`src/rtl/sc_pkg.sv`:
```
// Shared constants for the smart card character engine.
// All frame events are expressed in half-etu steps counted from the start bit.
package sc_pkg;
    localparam int HW = 5;                                  // width of half-etu index
    localparam logic [HW-1:0] H_START_CHK  = 5'd1;          // mid start bit
    localparam logic [HW-1:0] H_DATA_FIRST = 5'd3;          // mid data bit 0
    localparam logic [HW-1:0] H_DATA_LAST  = 5'd17;         // mid data bit 7
    localparam logic [HW-1:0] H_PAR_SMP    = 5'd19;         // mid parity bit
    localparam logic [HW-1:0] H_BITS_END   = 5'd20;         // 10 etu, line released
    localparam logic [HW-1:0] H_RX_DONE    = 5'd21;         // 10.5 etu
    localparam logic [HW-1:0] H_TX_ERR_SMP = 5'd22;         // 11 etu
    localparam logic [HW-1:0] H_ERRSIG_END = 5'd23;         // 11.5 etu
    localparam logic [HW-1:0] H_TX_DONE    = 5'd25;         // 12.5 etu
    localparam logic [HW-1:0] H_RETRY      = 5'd26;         // 13 etu
endpackage

```
`src/rtl/sc_half_timer.sv`:
```
// Half-etu timer: counts base clock cycles and advances a half-etu index.
// Assumes half_len >= 1 and stable while run is 1.
module sc_half_timer #(
    parameter int CW = 9,
    parameter int HW = 5
) (
    input  logic          clk,
    input  logic          rst_n,
    input  logic          run,
    input  logic          restart,
    input  logic [CW-1:0] half_len,
    output logic [HW-1:0] h,
    output logic          at_step
);
    logic [CW-1:0] cnt;

    assign at_step = (cnt == '0);

    // Advance the cycle count and the half-etu index.
    always_ff @(posedge clk) begin
        if (!rst_n || restart) begin
            cnt <= '0;
            h   <= '0;
        end else if (run) begin
            if (cnt == half_len - CW'(1)) begin
                cnt <= '0;
                h   <= h + HW'(1);
            end else begin
                cnt <= cnt + CW'(1);
            end
        end
    end
endmodule

```
`src/rtl/sc_tx.sv`:
```
// Transmit sequencer: sends start, 8 data bits LSB first and parity, then
// watches for a card error pulse at 11 etu and retransmits at 13 etu.
// Assumes line_s is already synchronised to clk.
module sc_tx #(
    parameter int CW = 9
) (
    input  logic          clk,
    input  logic          rst_n,
    input  logic [CW-1:0] half_len,
    input  logic          cfg_gsm,
    input  logic          cfg_block,
    input  logic          cfg_par_en,
    input  logic          cfg_par_odd,
    input  logic          start,
    input  logic [7:0]    data,
    input  logic          line_s,
    output logic          busy,
    output logic          drive_low,
    output logic          tx_end,
    output logic          tx_retry
);
    import sc_pkg::*;

    logic [7:0]    hold;
    logic          err_seen;
    logic [HW-1:0] h;
    logic          at_step;
    logic          retry_go;
    logic          slot;
    logic [3:0]    bidx;
    logic [2:0]    didx;
    logic          par_bit;

    assign retry_go = busy && at_step && (h == H_RETRY);

    sc_half_timer #(.CW(CW), .HW(HW)) u_tmr (
        .clk(clk), .rst_n(rst_n), .run(busy), .restart(start || retry_go),
        .half_len(half_len), .h(h), .at_step(at_step)
    );

    assign bidx    = h[HW-1:1];
    assign didx    = bidx[2:0] - 3'd1;
    assign par_bit = (^hold) ^ cfg_par_odd;

    // Select the level of the current bit slot.
    always_comb begin
        slot = 1'b1;
        if (h < H_BITS_END) begin
            case (bidx)
                4'd0:    slot = 1'b0;
                4'd9:    slot = cfg_par_en ? par_bit : 1'b1;
                default: slot = hold[didx];
            endcase
        end
    end

    assign drive_low = busy && !slot;

    // Sequence acceptance, error sampling, end flag and retransmission.
    always_ff @(posedge clk) begin
        if (!rst_n) begin
            busy     <= 1'b0;
            hold     <= '0;
            err_seen <= 1'b0;
            tx_end   <= 1'b1;
            tx_retry <= 1'b0;
        end else begin
            tx_retry <= 1'b0;
            if (start) begin
                busy     <= 1'b1;
                hold     <= data;
                err_seen <= 1'b0;
                tx_end   <= 1'b0;
            end else if (busy && at_step) begin
                if (h == H_TX_ERR_SMP) begin
                    if (!line_s && !cfg_block) begin
                        err_seen <= 1'b1;
                        tx_retry <= 1'b1;
                    end else if (cfg_gsm) begin
                        tx_end <= 1'b1;
                    end
                end
                if (h == H_TX_DONE && !err_seen) begin
                    busy <= 1'b0;
                    if (!cfg_gsm) tx_end <= 1'b1;
                end
                if (h == H_RETRY) err_seen <= 1'b0;
            end
        end
    end
endmodule

```
`src/rtl/sc_rx.sv`:
```
// Receive sampler: detects a falling start edge, confirms it at half an etu,
// samples data and parity mid-bit and drives the error pulse on bad parity.
// Assumes line_s/line_prev are synchronised, consecutive line samples.
module sc_rx #(
    parameter int CW = 9
) (
    input  logic          clk,
    input  logic          rst_n,
    input  logic [CW-1:0] half_len,
    input  logic          cfg_block,
    input  logic          cfg_par_en,
    input  logic          cfg_par_odd,
    input  logic          enable,
    input  logic          line_s,
    input  logic          line_prev,
    output logic          busy,
    output logic          drive_low,
    output logic          rx_valid,
    output logic [7:0]    rx_data,
    output logic          rx_par_err
);
    import sc_pkg::*;

    logic [7:0]    sh;
    logic          par_ok;
    logic          bad;
    logic          go;
    logic [HW-1:0] h;
    logic          at_step;

    assign go  = enable && !busy && line_prev && !line_s;
    assign bad = cfg_par_en && !par_ok;

    sc_half_timer #(.CW(CW), .HW(HW)) u_tmr (
        .clk(clk), .rst_n(rst_n), .run(busy), .restart(go),
        .half_len(half_len), .h(h), .at_step(at_step)
    );

    // Walk the character, deliver it and signal a parity error.
    always_ff @(posedge clk) begin
        if (!rst_n) begin
            busy       <= 1'b0;
            drive_low  <= 1'b0;
            sh         <= '0;
            par_ok     <= 1'b1;
            rx_valid   <= 1'b0;
            rx_data    <= '0;
            rx_par_err <= 1'b0;
        end else begin
            rx_valid   <= 1'b0;
            rx_par_err <= 1'b0;
            if (go) begin
                busy <= 1'b1;
            end else if (busy && at_step) begin
                if (h == H_START_CHK && line_s) busy <= 1'b0;
                if (h[0] && h >= H_DATA_FIRST && h <= H_DATA_LAST)
                    sh <= {line_s, sh[7:1]};
                if (h == H_PAR_SMP)
                    par_ok <= ((^sh) ^ line_s) == cfg_par_odd;
                if (h == H_RX_DONE) begin
                    rx_valid   <= 1'b1;
                    rx_data    <= sh;
                    rx_par_err <= bad;
                    if (bad && !cfg_block) drive_low <= 1'b1;
                    else                   busy      <= 1'b0;
                end
                if (h == H_ERRSIG_END) begin
                    drive_low <= 1'b0;
                    busy      <= 1'b0;
                end
            end
        end
    end
endmodule

```
`src/rtl/sc_char_engine.sv`:
```
// Smart card character engine top: line synchroniser, etu select, one
// transmitter and one receiver sharing the open-drain line half duplex.
// Assumes configuration inputs are stable while a character is in flight.
module sc_char_engine #(
    parameter int ETU_00 = 32,
    parameter int ETU_01 = 64,
    parameter int ETU_10 = 372,
    parameter int ETU_11 = 256
) (
    input  logic       clk,
    input  logic       rst_n,
    input  logic       cfg_gsm,
    input  logic       cfg_block,
    input  logic       cfg_par_en,
    input  logic       cfg_par_odd,
    input  logic [1:0] cfg_cps,
    input  logic       cfg_clk_run,
    input  logic       tx_valid,
    input  logic [7:0] tx_data,
    output logic       tx_ready,
    output logic       tx_end,
    output logic       tx_retry,
    output logic       rx_valid,
    output logic [7:0] rx_data,
    output logic       rx_par_err,
    input  logic       io_line,
    output logic       io_drive_low,
    output logic       card_clk_en
);
    localparam int MAX_A = (ETU_00 > ETU_01) ? ETU_00 : ETU_01;
    localparam int MAX_B = (ETU_10 > ETU_11) ? ETU_10 : ETU_11;
    localparam int MAX_E = (MAX_A > MAX_B) ? MAX_A : MAX_B;
    localparam int CW    = $clog2(MAX_E / 2 + 1);

    logic [CW-1:0] half_len;
    logic          sync1, line_s, line_prev;
    logic          tx_busy, rx_busy, tx_drv, rx_drv;

    // Map the etu select to half an etu of base cycles.
    always_comb begin
        case (cfg_cps)
            2'b00:   half_len = CW'(ETU_00 / 2);
            2'b01:   half_len = CW'(ETU_01 / 2);
            2'b10:   half_len = CW'(ETU_10 / 2);
            default: half_len = CW'(ETU_11 / 2);
        endcase
    end

    // Two-stage synchroniser plus one history stage for edge detection.
    always_ff @(posedge clk) begin
        if (!rst_n) begin
            sync1     <= 1'b1;
            line_s    <= 1'b1;
            line_prev <= 1'b1;
        end else begin
            sync1     <= io_line;
            line_s    <= sync1;
            line_prev <= line_s;
        end
    end

    assign tx_ready = !tx_busy && !rx_busy;

    sc_tx #(.CW(CW)) u_tx (
        .clk(clk), .rst_n(rst_n), .half_len(half_len),
        .cfg_gsm(cfg_gsm), .cfg_block(cfg_block),
        .cfg_par_en(cfg_par_en), .cfg_par_odd(cfg_par_odd),
        .start(tx_valid && tx_ready), .data(tx_data), .line_s(line_s),
        .busy(tx_busy), .drive_low(tx_drv), .tx_end(tx_end), .tx_retry(tx_retry)
    );

    sc_rx #(.CW(CW)) u_rx (
        .clk(clk), .rst_n(rst_n), .half_len(half_len),
        .cfg_block(cfg_block), .cfg_par_en(cfg_par_en), .cfg_par_odd(cfg_par_odd),
        .enable(!tx_busy), .line_s(line_s), .line_prev(line_prev),
        .busy(rx_busy), .drive_low(rx_drv), .rx_valid(rx_valid),
        .rx_data(rx_data), .rx_par_err(rx_par_err)
    );

    assign io_drive_low = tx_drv || rx_drv;
    assign card_clk_en  = !cfg_gsm || cfg_clk_run;
endmodule

```
`config.mk`:
```
export PLATFORM = sky130hd
export DESIGN_NAME = sc_char_engine
export DESIGN_NICKNAME = d
export VERILOG_FILES = /design/src/rtl/sc_pkg.sv /design/src/rtl/sc_half_timer.sv /design/src/rtl/sc_tx.sv /design/src/rtl/sc_rx.sv /design/src/rtl/sc_char_engine.sv
export SDC_FILE = /design/constraint.sdc
export NUM_CORES = 1
export LEC_CHECK = 0
export ABC_AREA = 0
export BUFFER_PORTS_ARGS = -buffer_cell sky130_fd_sc_hd__buf_4
export CORE_ASPECT_RATIO = 1.5
export CORE_MARGIN = 2
export CORE_UTILIZATION = 56
export DETAILED_ROUTE_END_ITERATION = 10
export MAX_ROUTING_LAYER = met4
export PLACE_DENSITY_LB_ADDON = 0.05
export SLEW_MARGIN = 5
export SYNTH_ARGS = -nofsm -noshare
export SYNTH_HDL_FRONTEND = slang
export SYNTH_SLANG_ARGS = --single-unit
export TNS_END_PERCENT = 1
```
`constraint.sdc`:
```
create_clock -name clk -period 6.3 [get_ports clk]
set_input_delay 1.26 -clock clk [delete_from_list [all_inputs] [get_ports clk]]
set_output_delay 1.26 -clock clk [all_outputs]
set_load 0.1 [all_outputs]
```
==> impl_metrics.py <==
metrics = {
    "cts": {
        "max-clock-path-buffers": 2,
        "cts_setup_buffers": 0,
        "cts-resized-gates": 0,
        "cts_hold_buf": 0,
        "cts_max_level": 3,
        "cts.reportedPaths.clkPinSlew_ns": 0.06,
        "cts_buffers": 9,
        "cts_root_buf": "clkbuf_8",
        "cts_sinks": 62,
        "worst_skew_pair.late_latency_ns": 0.33,
        "cts_tree": "built",
    },
    "drt": {
        "wl_um": 6110,
        "via_per_inst": 5.56,
        "drtPass1Iterations": 4,
        "wl_per_cell_um": 13.4,
        "antenna_left": 0,
        "drt_iter0_markers": 119,
        "num_vias": 2530,
        "route.detailed.drc": 0,
    },
    "logic_synthesis": {
        "async_flop_share": 0,
        "synth_top_area_share": 0.399,
        "synth.area.top_cells": "dfxtp_1 40%, mux2i_1 6.1%, nor2_1 5.7%",
        "yosysWarningCount": 0,
        "synth_nets": 381,
        "synth_edf_count": 0,
        "synth.distinct_cells": 54,
        "avgSynthCellArea_sq_um": 8.91,
        "synth-seq-cells": 62,
        "synth-main-ff-cell": "dfxtp_1",
        "netlist_area_sq_um": 3110,
        "synth.largest_area_cell": "dfxtp_1",
        "synth_cells": 349,
        "ys_seq_area_frac": 0.399,
    },
    "timing": {
        "relSlewSlack": 0.360,
        "rsz0062_at_grt": "no",
        "min_period_ns": 4.06,
        "clock_skew_ns": 0.00656,
        "maxSlewViolCount": 0,
        "min_period_over_period": 0.645,
        "tns_ns": 0,
        "worst_pin_slew_ns": 0.956,
        "final_hold_viol_count": 0,
        "setup_viol": 0,
        "max_freq_ghz": 0.246,
        "hold_slack_ns": 0.409,
    },
    "pwr": {
        "p_total_mw": 0.804,
        "power.density_nw_per_um2": 224,
        "leakage_nw": 1.32,
        "peakVddDrop_uv": 202,
    },
    "critical_path": {
        "cp-end-kind": "output pin",
        "reg2reg_slack_ns": 3.83,
        "path_max_fanout": 2,
        "cp.arrival_ns": 2.80,
        "critPathLaunchType": "input port",
        "crit_type": "in2out",
        "critPathRequiredTime_ns": 5.04,
    },
    "placed_design": {
        "gp_congestion": 0.843,
        "dp_hpwl_um": 4530,
        "port_buffers": 33,
        "placed_area_sq_um": 3410,
    },
    "cells_and_area": {
        "area_growth_pct": 15.3,
        "drive_above_1_share": 0.151,
        "fin_area_sq_um": 3590,
        "nets": 414,
        "diodes": 0,
    },
    "worst_hold_path": {
        "holdCritPathClass": "reg2reg",
    },
    "floorplan": {
        "dieArea_sq_um": 6180,
        "row_count": 33,
        "start_util": 0.575,
        "fp.dieH_um": 95.3,
        "ios": 34,
        "die_w_um": 64.8,
        "core-area_sq_um": 5410,
    },
    "grt": {
        "grt_first_pass_wirelength_um": 10300,
        "antenna_found_initial": 0,
        "grt_max_degree": 28,
        "grt_pass1_vias": 2308,
        "grt-ovfl-total": 0,
        "grt_util_all_layers": 0.219,
    },
    "job": {
        "maxCapViolations": 0,
    },
    "status": {
        "run_status": "complete, no violations",
    },
}
==> worst max-delay path, stage by stage <==
cell      delay, ns
buf_4          0.12
xnor2_1        0.20
xnor3_1        0.37
xnor2_1        0.17
a211oi_1       0.10
o41ai_2        0.23
buf_4          0.35
==> where the power goes <==
part	switching [mW]	total (mW)	leakage (nW)	internal, mW
registers	0.00926	0.408	0.502	0.399
clock network	0.141	0.311	0.0914	0.170
logic	0.0483	0.0845	0.722	0.0362
total	0.198	0.804	1.32	0.606
==> placed cells by master, fill, tap and decap left out, types with 4 or more instances in the layout <==
master | netlist | layout
mux2i_1 | 19 | 19
xnor2_1 | 18 | 18
a21oi_1 | 20 | 20
nand2_1 | 37 | 37
nand4_1 | 7 | 7
nor4_1 | 4 | 4
o21ai_0 | 6 | 6
nand2b_1 | 9 | 9
dfxtp_1 | 62 | 62
buf_4 | 1 | 33
clkbuf_8 | 0 | 12
nand3b_1 | 4 | 4
ha_1 | 13 | 13
nand3_1 | 7 | 7
inv_1 | 14 | 14
a31oi_1 | 5 | 5
nor2_1 | 47 | 47
xor2_1 | 10 | 10
==> flip-flops by register name, summed over array words and instances, names as in the netlist, 5 cells and up <==
register	cells
u_tx.hold	8
u_rx.sh	8
u_tx.u_tmr.cnt	8
u_tx.u_tmr.h	5
u_rx.rx_data	8
u_rx.u_tmr.h	5
u_rx.u_tmr.cnt	8
==> per-layer routing <==
metal | up-vias | global-route usage | wire length (um)
met5 | - | - | 0
met4 | 0 | 0.103 | 99
met3 | 10 | 0.0331 | 153
met2 | 36 | 0.369 | 3100
met1 | 1195 | 0.255 | 2760
li1 | 1289 | - | -
==> synthesized netlist by cell type, types with 3 or more instances <==
library cell	count
xnor2_1	18
nor3_1	3
nand3b_1	4
nand4_1	7
nor2_1	47
mux2i_1	19
a21oi_1	20
inv_1	14
nand2_1	37
o21ai_0	6
nand4b_1	3
a31oi_1	5
nand2b_1	9
nor4_1	4
xor2_1	10
ha_1	13
or3_1	3
dfxtp_1	62
clkbuf_1	8
nand3_1	7
and3_1	3
or4_1	3
==> cell type report <==
cell class              count  area, sq um
fillers                   474         1820
multi-input cells         261         1780
flip-flops and latches     62         1240
repair buffers             33          248
clock buffers              13          169
well taps                  70         87.6
inverters                  15         56.3
clock inverters             1         5.00
==> worst paths after layout <==
kind / startpoint / cells past startpoint / to
worst min-delay path: sync1$_SDFF_PN1_ / 1 / line_s$_SDFF_PN1_
worst max-delay path: cfg_par_odd / 7 / io_drive_low
worst min register to register: sync1$_SDFF_PN1_ / 1 / line_s$_SDFF_PN1_
worst max register to register: u_rx.u_tmr.cnt[0]$_SDFFE_PP0P_ / 7 / u_rx.sh[5]$_SDFFE_PN0P_
==> per-stage QoR <==
stage                     utilization  std cells  setup slack [ns]
after CTS                       0.663        455              2.21
after detailed placement        0.631        441              2.21
after global routing            0.663        455              2.10
after global placement          0.631        441              2.27
final                           0.663        455              2.24
after floorplan                     -        349              1.34
==> cell families (layout without fill, tap and decap cells) <==
| kind of cell | after synthesis | count (layout) | synth area share |
|---|---|---|---|
| AOI/OAI and AO/OA | 51 | 51 | 0.106 |
| xor gates and xnor gates | 30 | 30 | 0.0934 |
| adders and majority gates | 13 | 13 | 0.0523 |
| buffers and inverters | 26 | 62 | 0.0326 |
| DFF | 62 | 62 | 0.399 |
| muxes | 21 | 21 | 0.0757 |
| and+or+nand+nor | 146 | 146 | 0.241 |
Power figures use the tool's default switching activity.
